[src/rtl/clksel_pkg.sv]
package clksel_pkg;

  localparam int CFG_W   = 8;
  localparam int CODE_W  = 3;
  localparam int N_RATES = 6;

  typedef enum logic [1:0] {
    EXT_NONE  = 2'd0,
    EXT_SPDIF = 2'd1,
    EXT_WC1X  = 2'd2,
    EXT_WC256 = 2'd3
  } ext_kind_e;

  // bits 4:0 patterns for the legal external sources
  localparam logic [4:0] PAT_SPDIF = 5'b01000;
  localparam logic [4:0] PAT_WC1X  = 5'b01010;
  localparam logic [4:0] PAT_WC256 = 5'b11010;

  function automatic int unsigned rate_of_code(input int unsigned code);
    case (code)
      0: return 44100;
      1: return 48000;
      2: return 88200;
      3: return 96000;
      4: return 176400;
      5: return 192000;
      default: return 0;
    endcase
  endfunction

endpackage

[src/rtl/clksel_rate_enc.sv]
module clksel_rate_enc
  import clksel_pkg::*;
#(
  parameter int HZ_W = 18
) (
  input  logic [HZ_W-1:0]   hz,
  output logic [CODE_W-1:0] code,
  output logic              hit
);

  logic [N_RATES-1:0] match;

  genvar gi;
  generate
    for (gi = 0; gi < N_RATES; gi++) begin : g_cmp
      localparam logic [HZ_W-1:0] RATE_C = HZ_W'(rate_of_code(gi));
      assign match[gi] = (hz == RATE_C);
    end
  endgenerate

  always_comb begin
    code = '0;
    for (int i = 0; i < N_RATES; i++) begin
      if (match[i]) code = CODE_W'(i);
    end
  end

  assign hit = |match;

endmodule

[src/rtl/clksel_status.sv]
module clksel_status
  import clksel_pkg::*;
#(
  parameter int HZ_W = 18
) (
  input  logic [4:0]      clk_bits,
  output logic            ext,
  output logic [HZ_W-1:0] rate_hz,
  output logic [1:0]      kind,
  output logic            undef
);

  always_comb begin
    ext     = clk_bits[3];
    rate_hz = '0;
    kind    = EXT_NONE;
    undef   = 1'b0;
    if (!clk_bits[3]) begin
      rate_hz = HZ_W'(rate_of_code(32'(clk_bits[2:0])));
    end else begin
      case (clk_bits)
        PAT_SPDIF: kind = EXT_SPDIF;
        PAT_WC1X:  kind = EXT_WC1X;
        PAT_WC256: kind = EXT_WC256;
        default:   undef = 1'b1;
      endcase
    end
  end

endmodule

[src/rtl/clksel_ctrl.sv]
module clksel_ctrl
  import clksel_pkg::*;
#(
  parameter int HZ_W = 18
) (
  input  logic            clk,
  input  logic            rst,
  input  logic            req_valid,
  input  logic            req_ext,
  input  logic [HZ_W-1:0] req_hz,
  input  logic [1:0]      req_src,
  input  logic            load_en,
  input  logic [7:0]      load_byte,
  output logic [7:0]      cfg_q,
  output logic            cfg_wr,
  output logic            is_ext,
  output logic [HZ_W-1:0] int_rate_hz,
  output logic [1:0]      ext_type,
  output logic            ext_undef,
  output logic            req_err
);

  logic [CODE_W-1:0] enc_code;
  logic              enc_hit;
  logic [CFG_W-1:0]  cfg_n;
  logic              err_n;
  logic              init_pend;
  logic              st_ext, st_undef;
  logic [HZ_W-1:0]   st_rate;
  logic [1:0]        st_kind;

  clksel_rate_enc #(.HZ_W(HZ_W)) u_enc (
    .hz   (req_hz),
    .code (enc_code),
    .hit  (enc_hit)
  );

  // next-byte selection: direct load beats a request
  always_comb begin
    cfg_n = cfg_q;
    err_n = 1'b0;
    if (load_en) begin
      cfg_n = load_byte;
    end else if (req_valid) begin
      if (!req_ext) begin
        if (enc_hit) cfg_n = {cfg_q[7:4], 1'b0, enc_code};
        else         err_n = 1'b1;
      end else begin
        case (req_src)
          2'd0:    cfg_n = {cfg_q[7:5], PAT_SPDIF};
          2'd1:    cfg_n = {cfg_q[7:5], PAT_WC1X};
          2'd2:    cfg_n = {cfg_q[7:5], PAT_WC256};
          default: err_n = 1'b1;
        endcase
      end
    end
  end

  clksel_status #(.HZ_W(HZ_W)) u_stat (
    .clk_bits (cfg_n[4:0]),
    .ext      (st_ext),
    .rate_hz  (st_rate),
    .kind     (st_kind),
    .undef    (st_undef)
  );

  always_ff @(posedge clk) begin
    if (rst) begin
      cfg_q       <= '0;
      cfg_wr      <= 1'b0;
      init_pend   <= 1'b1;
      req_err     <= 1'b0;
      is_ext      <= 1'b0;
      int_rate_hz <= HZ_W'(rate_of_code(0));
      ext_type    <= EXT_NONE;
      ext_undef   <= 1'b0;
    end else begin
      cfg_q       <= cfg_n;
      cfg_wr      <= init_pend | (cfg_n != cfg_q);
      init_pend   <= 1'b0;
      req_err     <= err_n;
      is_ext      <= st_ext;
      int_rate_hz <= st_rate;
      ext_type    <= st_kind;
      ext_undef   <= st_undef;
    end
  end

  AST_INT_CLEARS_SYNC: assert property (@(posedge clk) disable iff (rst)
    (req_valid && !req_ext && enc_hit && !load_en) |=> (!cfg_q[3] && cfg_q[2:0] == $past(enc_code)));

  AST_ROUTING_KEPT: assert property (@(posedge clk) disable iff (rst)
    (req_valid && !load_en) |=> (cfg_q[7:5] == $past(cfg_q[7:5])));

  AST_ERR_HOLDS: assert property (@(posedge clk) disable iff (rst)
    req_err |-> $stable(cfg_q));

  AST_STROBE_ON_CHANGE: assert property (@(posedge clk) disable iff (rst)
    (cfg_q != $past(cfg_q)) |-> cfg_wr);

  AST_UNDEF_EXT_ONLY: assert property (@(posedge clk) disable iff (rst)
    ext_undef |-> (is_ext && ext_type == EXT_NONE));

  AST_EXT_MATCHES_BIT: assert property (@(posedge clk) disable iff (rst)
    is_ext == cfg_q[3]);

endmodule

[config.mk]
export PLATFORM = sky130hd
export DESIGN_NAME = clksel_ctrl
export DESIGN_NICKNAME = d
export VERILOG_FILES = /design/src/rtl/clksel_pkg.sv /design/src/rtl/clksel_rate_enc.sv /design/src/rtl/clksel_status.sv /design/src/rtl/clksel_ctrl.sv
export SDC_FILE = /design/constraint.sdc
export NUM_CORES = 1
export LEC_CHECK = 0
export BUFFER_PORTS_ARGS = -buffer_cell sky130_fd_sc_hd__buf_2
export CELL_PAD_IN_SITES_DETAIL_PLACEMENT = 0
export CELL_PAD_IN_SITES_GLOBAL_PLACEMENT = 1
export CORE_MARGIN = 5
export CORE_UTILIZATION = 38
export DETAILED_ROUTE_END_ITERATION = 7
export PLACE_DENSITY_LB_ADDON = 0.1
export SLEW_MARGIN = 40
export SYNTH_ARGS = -nofsm -noshare
export SYNTH_HDL_FRONTEND = slang
export SYNTH_SLANG_ARGS = --single-unit
[constraint.sdc]
create_clock -name clk -period 4.6 [get_ports clk]
set_input_delay 0.23 -clock clk [delete_from_list [all_inputs] [get_ports clk]]
set_output_delay 0.23 -clock clk [all_outputs]
set_load 0.05 [all_outputs]
======== After elaboration in Yosys (flattened, before gate mapping) ========
Index checks and enable logic that the tools add are counted.
Widths: inputs -> output; s select.
word-level totals
  bits in registers ....................... 33
  logic and storage cells ................. 55
cells by class
  bitwise gates (word level) .............. 3
  reductions and logical operators ........ 8
  multiplexer cells ....................... 18
  eq/ne operators ......................... 17
operators with widths
  cell                  count
  $pmux 18 s6           1
  $eq 18x16->1 const B  2
  $eq 18x17->1 const B  2
  $eq 18x18->1 const B  2
  $mux 16               1
  $pmux 5 s3            1
  $eq 5x4->1 const B    2
  $mux 5                2
  $reduce_or 3->1       3
  $mux 8                1
  $ne 8x8->1            1
  $eq 3x2->1 const B    2
  $eq 3x3->1 const B    2
  $mux 1                6
  $mux 3                2
  $pmux 2 s3            1
  $reduce_or 6->1       1
  $eq 5x5->1 const B    1
  $mux 2                2
  $mux 4                1
  $reduce_or 2->1       2
  $eq 3x1->1 const B    1
  $logic_not 3->1       1
  $eq 2x1->1 const B    1
  other kinds (4)       5

======== Logic depth before layout (Yosys ltp) ========
Gate-level depths: netlist of run 1.
  depth after elaboration ................. 13
  mapped depth ............................ 9

======== Cells and area by module ========
From an unflattened synthesis of run 1, not the netlist that was laid out.
unflattened totals
  cell total of the unflattened synthesis .. 220
  area total of the unflattened synthesis .. 1899.3 um2
modules (own cells, without submodules)
  module           cells each  times used  area each (um2)  seq. area each (um2)
  clksel_ctrl      143         1           1391.3           660.6
  clksel_status    41          1           277.8            0.0
  clksel_rate_enc  36          1           230.2            0.0

======== Worst setup path before layout of run 1 ========
No wires, ideal clock.
  path kind ............................... input to register
  start ................................... input req_hz[11]
  end ..................................... register int_rate_hz[10]
  stages .................................. 8
  setup slack ............................. 2.352 ns
  setup time .............................. 0.115 ns
  data arrival time ....................... 2.132 ns
  required time ........................... 4.484 ns
  cells stage by stage .................... or3_4 or3_4 or3_1 o211a_2 a31o_1 buf_6 a41o_1 a31o_1
between the ends
  cells in the longest elaborated chain, start to end .. 13
  elaborated cells between the ends (all ways) .. 24
  those cells by class .................... eq/ne (11); mux (11); reduce/logical (2)
ends and longest elaborated chain
  element                                   line                   source
  start, declared                           clksel_ctrl.sv:10      input logic [HZ_W-1:0] req_hz,
  $eq 18x16->1                              clksel_rate_enc.sv:17  assign match[gi] = (hz == RATE_C);
  $mux 1                                    clksel_rate_enc.sv:24  if (match[i]) code = CODE_W'(i);
  $mux 2 (2 in a row)                       clksel_rate_enc.sv:24
  $mux 3 (2 in a row)                       clksel_rate_enc.sv:24
  $mux 4 (*)                                clksel_ctrl.sv:46      if (enc_hit) cfg_n = {cfg_q[7:4], 1'b0, enc_code};
  $mux 5 (*)                                clksel_ctrl.sv:45      if (!req_ext) begin
  $mux 5 (*)                                clksel_ctrl.sv:44      end else if (req_valid) begin
  $mux 8 (*)                                clksel_ctrl.sv:42      if (load_en) begin
  $eq 3x3->1, or another cell as far along  clksel_pkg.sv:20       case (code)
  $pmux 18 s6                               clksel_pkg.sv:20
  $mux 16 (*)                               clksel_status.sv:18    if (!clk_bits[3]) begin
  end signal, assigned                      clksel_ctrl.sv:74      int_rate_hz <= HZ_W'(rate_of_code(0));
  end signal, assigned                      clksel_ctrl.sv:83      int_rate_hz <= st_rate;
  end, declared                             clksel_ctrl.sv:17      output logic [HZ_W-1:0] int_rate_hz,
Every way passes the cells marked *; elsewhere a longest branch is shown, timed or not.
A chain may end at the register's enable or synchronous reset.

======== Final worst setup path of run 1 ========
  start ................................... input req_hz[9]
  end ..................................... register int_rate_hz[11]
The elaborated chain is that of the path after synthesis.

==> results of run 1 <==
==> synth_stat cells (3+ instances only) <==
master	count
nor2b_1	3
buf_4	7
a21oi_1	11
inv_1	5
nor4_1	4
nand4bb_1	3
dfxtp_1	28
mux2i_1	5
xnor2_1	5
nand2_1	15
nand2b_1	4
nor3_1	4
nor2_1	20
o21ai_0	4
nand3_1	6
xor2_1	5
a21o_1	3
==> power by group through the flow <==
| stage | Sequential, W | Combinational (W) | Clock [W] |
|---|---|---|---|
| after floorplan | 0.000331 | 0.0000936 | 0 |
| final | 0.000268 | 0.000196 | 0.000145 |
| after CTS | 0.000269 | 0.000197 | 0.000153 |
| after global placement | 0.000274 | 0.000197 | 0 |
| after detailed placement | 0.000274 | 0.000197 | 0 |
| after global routing | 0.000271 | 0.000212 | 0.000165 |
==> through the flow <==
step | area, sq um | power [W]
global placement | 1960 | 0.000471
detailed placement | 1960 | 0.000471
CTS | 2020 | 0.000619
floorplan | 1680 | 0.000424
global route | 2020 | 0.000648
finish | 2020 | 0.000610
==> sequential cells by signal, summed over array words and instances (netlist names) <==
register,count
cfg_q,8
cfg_wr,1
ext_type,2
ext_undef,1
init_pend,1
int_rate_hz,14
req_err,1
==> worst max-delay path: cells and delay by family <==
kind / cells / cell delay, ps
AOI/OAI and AO/OA: 5 / 1100
and+or+nand+nor: 3 / 860
buffers and inverters: 2 / 410
==> kinds of logic (layout without fill, tap and decap cells) <==
kind of cell | Yosys count | after routing | share of synthesized area, %
buffers and inverters | 17 | 71 | 6.65
adder cells (fa/ha/maj) | 2 | 2 | 1.49
AND/OR/NAND/NOR | 88 | 88 | 31.7
flip-flops | 28 | 28 | 33.5
AO/OA/AOI/OAI | 40 | 40 | 18.3
other | 1 | 3 | 0.224
multiplexers | 5 | 5 | 2.99
XOR/XNOR | 10 | 10 | 5.23
==> layer usage <==
| metal | share of wire [%] | track usage (%) | up-vias | wire length, um |
|---|---|---|---|---|
| met5 | 0 | 0 | - | 0 |
| met2 | 48 | 25.6 | 41 | 2010 |
| met1 | 46 | 17.8 | 721 | 1910 |
| met3 | 6.2 | 3.78 | 0 | 258 |
| met4 | 0 | 1.05 | 0 | 0 |
| li1 | - | - | 798 | - |
==> area by class of cell <==
cell class	count	area, sq um
fillers	474	2300
multi-input cells	148	1010
flip-flops and latches	28	561
repair buffers	62	310
well taps	52	65.1
clock buffers	4	55.1
inverters	5	18.8
==> worst max-delay path by stage <==
stage          startpoint               to  slack, ps  cells past startpoint
2_1_floorplan  req_hz[11]  int_rate_hz[10]       2350                      8
3_3_place_gp    req_hz[9]  int_rate_hz[11]       1760                      9
3_5_place_dp    req_hz[9]  int_rate_hz[11]       1640                      9
4_1_cts         req_hz[9]  int_rate_hz[11]       1940                      9
5_1_grt         req_hz[9]  int_rate_hz[11]       1930                     10
6_report        req_hz[9]  int_rate_hz[11]       2180                     10
==> cell usage in the layout, fill, tap and decap left out, types with 5 or more instances in the layout <==
master	n
buf_2	62
dfxtp_1	28
nor2_1	20
nand2_1	15
a21oi_1	11
nand3_1	6
inv_1	5
mux2i_1	5
xnor2_1	5
xor2_1	5
==> metrics.md, run 1 <==
| Metric | Value |
|---|---|
| Status | `finished, final reports clean` |
| GP Congestion | `0.789` |
| Synth Flop Type | `dfxtp_1` |
| Clock Sink Count | `28` |
| FF+latch count, synth | `28` |
| Routed WL per cell | `about 14 um` |
| GRT Residual Overflow | `0` |
| Post-synth top area cell | `dfxtp_1` |
| TritonCTS buffer count | `3` |
| Fmax achieved | `412 MHz` |
| Area Growth Syn to Fin | `20.6%` |
| Mapped Cells | `191` |
| I/O Pins | `65` |
| H-tree Lvls | `1` |
| Dpl hpwl | `3310 um` |
| GRT Total Usage | `14.3%` |
| Placed cell count | `294` |
| CTS tree | `built` |
| Setup_tns | `0 ps` |
| Setup WS pre-CTS | `1640 ps` |
| Clock buffer depth | `2` |
| Worst EP arrival | `2600 ps` |
| Synth cell types | `61` |
| Proportion of power drawn by the clock network | `between 20% and 30%` |
| Final core occ | `46.7%` |
| Final wirelength | `4170 um` |
| Cells on worst reg2reg path | `7` |
| Worst EP required | `4770 ps` |
| Antenna violations before repair | `0` |
| Comb pwr share | `32.1%` |
| Clock Tree Root | `clkbuf_8` |
| Vias post-DR | `~1600` |
| Yosys top cell area share | `33.5%` |
| Fin. Hold Viols | `0` |
| Syn avg cell area | `8.77 sq um` |
| CP Max Fanout | `8` |
| Via-per-instance ratio | `5.22` |
| EDFF count, synth | `0` |
| Die ar. | `5840 sq um` |
| Worst hold path class | `input port to flip-flop` |
| IR drop worst, VDD | `0.199 mV` |
| DRC errors left | `0` |
| Detailed Routing Iterations Pass 1 | `4` |
| CP Launch Type | `input port` |
| Diodes inserted | `0` |
| Total leakage power | `0.930 nW` |
| YS warnings | `0` |
| Antenna viol nets, final | `0` |
| Power Density | `302 nW/um^2` |
| Initial Util | `38.7%` |
| Layout Skew | `2.97 ps` |
| Number of nets in the layout | `approximately 280` |
| Fraction of registers with async set/reset | `0%` |
| Sequential element share of the synthesized area | `33.5%` |
| Share of layout cells above drive strength 1 | `34.8%` |
| Clock transition at path regs | `about 90 ps` |
| Final period utilization | `roughly 53%` |
| Crit path kind | `input port to flip-flop` |
| Worst-Skew Late Latency | `270 ps` |
| Internal power | `0.000395 W` |
| Setup slack after layout | `2180 ps` |
| Setup slack, reg-to-reg | `approximately 2700 ps` |
| Post-Synthesis Cell Area | `1680 sq um` |
| P_sw | `0.000215 W` |
| Setup violations, final | `0` |
| Worst R2R End | `int_rate_hz[11]` |
| First-pass GRT wire length | `7140 um` |
| Resized cells post-CTS | `0` |
| Reg2reg start | `cfg_q[0]` |
| Crit path max-delay cell type | `or4_1` |
| Slew Viols, Final | `0` |
| Max_cap viols | `0` |
| Setup crit end kind | `flip-flop` |
| Largest net degree at the start of global routing | `24` |
| Core Box Area | `4320 sq um` |
| Post-CTS Setup Inserts | `0` |
| Row count | `24` |
| PortBufs | `61` |
| Hold depth | `3` |
| Die Height | `roughly 76 um` |
| Crit path cell chain | `buf_2 > or4_1 > nor2_1 > nand3_1 > o2111a_2 > a221oi_2 > buf_2 > a21oi_1 > a21o_1 > a21o_1` |
| Initial DRC count | `74` |
| Vias in the first global route | `1564` |
| Sw Share | `35.2%` |
| Hold Slack | `224 ps` |
| CP peak stage delay | `510 ps` |
| Worst Hold End | `cfg_q[7]` |
| Hold-fix buffers, CTS | `0` |
| Hold Crit Start | `load_byte[7]` |
| RSZ-0062 raised after global routing | `no` |
| Fin crit period | `2420 ps` |
| Register share of total power | `between 40% and 50%` |
| Synth area leaders | `dfxtp_1 (33%), nor2_1 (4.5%), nand2_1 (3.4%)` |
| Fin cells | `~300` |
| Die X | `76.4 um` |
Note: power is estimated with default switching activity, not from simulation.
==> run 2: changes to the inputs <==
- CORE_UTILIZATION: 38 -> 32
- clock period: 4.6 -> 2.2 ns (I/O delays scaled with it)
==> run 2 against run 1 <==
- sequential power grew 110%
- core utilization shrank 3.1 points
- global-route usage shrank 0.39 points
- clock power grew 83%
- power grew 110%
- sequential share of layout area shrank 2.6 points
- clock skew shrank 1.0 ps
- clock-buffer cell count shrank 1
- critical path depth shrank 2
- combinational power grew 140%
- die area grew 16%
- flip-flop and latch count is the same
- largest power group unchanged
==> metrics.md, run 2 (synthesized netlist as in run 1, its figures left out) <==
| Metric | Value |
|---|---|
| Status | `finished, final reports clean (unchanged)` |
| Worst EP arrival | `2180 ps (was 2600 ps)` |
| Antenna violations before repair | `0 (unchanged)` |
| Row count | `26 (was 24)` |
| Vias in the first global route | `1566 (was 1564)` |
| Routed WL per cell | `13.3 um (was 14.0 um)` |
| GP Congestion | `0.804 (was 0.789)` |
| Total leakage power | `1.04 nW (was 0.930 nW)` |
| Dpl hpwl | `3730 um (was 3310 um)` |
| Largest net degree at the start of global routing | `24 (unchanged)` |
| Fin crit period | `2010 ps` |
| Area Growth Syn to Fin | `32.9% (was 20.6%)` |
| Final period utilization | `91.4%` |
| Max_cap viols | `0 (unchanged)` |
| Clock buffer depth | `2 (unchanged)` |
| Setup violations, final | `0 (unchanged)` |
| Most frequent cells in the layout | `buf_2 (61), dfxtp_1 (28), buf_4 (26) (was buf_2 (62), dfxtp_1 (28), nor2_1 (20))` |
| Post-CTS Setup Inserts | `0 (unchanged)` |
| Filler cells | `570 (was 474)` |
| Die ar. | `6780 sq um (was 5840 sq um)` |
| GRT Residual Overflow | `0 (unchanged)` |
| Number of nets in the layout | `308 (was 283)` |
| RSZ-0062 raised after global routing | `no (unchanged)` |
| Design area | `2230 sq um (was 2020 sq um)` |
| Worst hold path class | `input port to flip-flop (unchanged)` |
| Antenna viol nets, final | `0 (unchanged)` |
| Die X | `82.4 um (was 76.4 um)` |
| Fin. Hold Viols | `0 (unchanged)` |
| Worst EP required | `2370 ps (was 4770 ps)` |
| IR drop worst, VDD | `0.268 mV (was 0.199 mV)` |
| I/O Pins | `65 (unchanged)` |
| Leading cell type in the layout, fill and taps excluded | `buf_2 (unchanged)` |
| Reg with most FFs | `int_rate_hz (unchanged)` |
| Layout Skew | `1.95 ps (was 2.97 ps)` |
| H-tree Lvls | `1 (unchanged)` |
| DP Area | `2180 sq um (was 1960 sq um)` |
| Crit path kind | `input port to flip-flop (unchanged)` |
| Initial DRC count | `84 (was 74)` |
| Final wirelength | `4550 um (was 4170 um)` |
| DRC errors left | `0 (unchanged)` |
| Fin cells | `341 (was 299)` |
| Tot Pwr | `0.00129 W (was 0.000610 W)` |
| Share of layout cells above drive strength 1 | `41.3% (was 34.8%)` |
| Diodes inserted | `0 (unchanged)` |
| Detailed Routing Iterations Pass 1 | `4 (unchanged)` |
| Initial Util | `32.8% (was 38.7%)` |
| Clock Tree Root | `clkbuf_8 (unchanged)` |
| Placed cell count | `338 (was 294)` |
| CP Launch Type | `input port (unchanged)` |
| Fmax achieved | `497 MHz` |
| PortBufs | `61 (unchanged)` |
| Vias post-DR | `1624 (was 1560)` |
| Via-per-instance ratio | `4.76 (was 5.22)` |
| First-pass GRT wire length | `7270 um (was 7140 um)` |
| Slew Viols, Final | `0 (unchanged)` |
| Max FFs per register | `14 (unchanged)` |
| Hold Slack | `104 ps (was 224 ps)` |
| GRT Total Usage | `13.9% (was 14.3%)` |
| Worst-Skew Late Latency | `260 ps (was 270 ps)` |
| Setup crit end kind | `flip-flop (unchanged)` |
| Power Density | `579 nW/um^2 (was 302 nW/um^2)` |
| CP Max Fanout | `7 (was 8)` |
| TritonCTS buffer count | `3 (unchanged)` |
| Core Box Area | `5110 sq um (was 4320 sq um)` |
| Clock transition at path regs | `90 ps (about the same)` |
| Die Height | `82.4 um (was 76.4 um)` |
| Clock Sink Count | `28 (unchanged)` |
| CTS tree | `built (unchanged)` |
| Biggest regs | `int_rate_hz: 14 flops, cfg_q: 8 flops, ext_type: 2 flops (unchanged)` |
run 2: cell count changes in the layout (fill, tap and decap cells not counted):
cell / before / now
nand3_2: 0 / 1
nor2_2: 1 / 2
nor2_1: 20 / 19
buf_2: 62 / 61
nand3_1: 6 / 5
buf_4: 0 / 26
clkbuf_8: 4 / 3
run 2: final cells by class:
type	instances	area [sq um]	share of cell area, %
clock buffer	3	41.3	1.85
inverter	5	18.8	0.843
multi-input combinational	148	1020	45.7
sequential	28	561	25.2
tap	70	87.6	3.93
timing repair buffer	87	500	22.5
run 2: critical path, stage by stage:
cell and delay [ps]:
buf_2 100, or3_4 400, or3_4 380, o2111a_2 300, a221oi_2 340, buf_4 230
xnor2_1 90, a31o_1 230
run 2: what timing repair did:
| item | CTS | global route |
|---|---|---|
| hold buffers | 0 | 0 |
| endpoints found under the setup margin | 0 | 2 |
| hold endpoints to repair | 0 | 0 |
| gates resized for setup | 0 | 2 |
run 2: report_power, final:
part,internal [W],total [W],switching [W]
logic,0.000165,0.000465,0.000299
clock network,0.000123,0.000266,0.000143
registers,0.000542,0.000560,0.0000180
run 2: final timing paths:
check,start,endpoint,slack [ps],depth (start not counted)
max,req_hz[11],int_rate_hz[10],190,8
min,load_byte[6],cfg_q[6],100,3
max reg2reg,cfg_q[1],int_rate_hz[15],430,7
min reg2reg,cfg_q[7],cfg_q[7],540,2
run 2: routing by layer:
layer / GRT usage [%] / wire length [um]
met1: 17.9 / 2160
met2: 24.3 / 2180
met3: 2.60 / 189
met4: 2.49 / 22
met5: 0 / 0
run 2: stage by stage:
step / util, % / worst slack [ps] / TNS [ps]
final: 43.6 / 189 / 0
after CTS: 43.5 / 146 / 0
after detailed placement: 42.7 / -144 / -1110
after floorplan: - / 72.3 / 0
after global placement: 42.7 / -149 / -1030
after global routing: 43.6 / 21.9 / 0
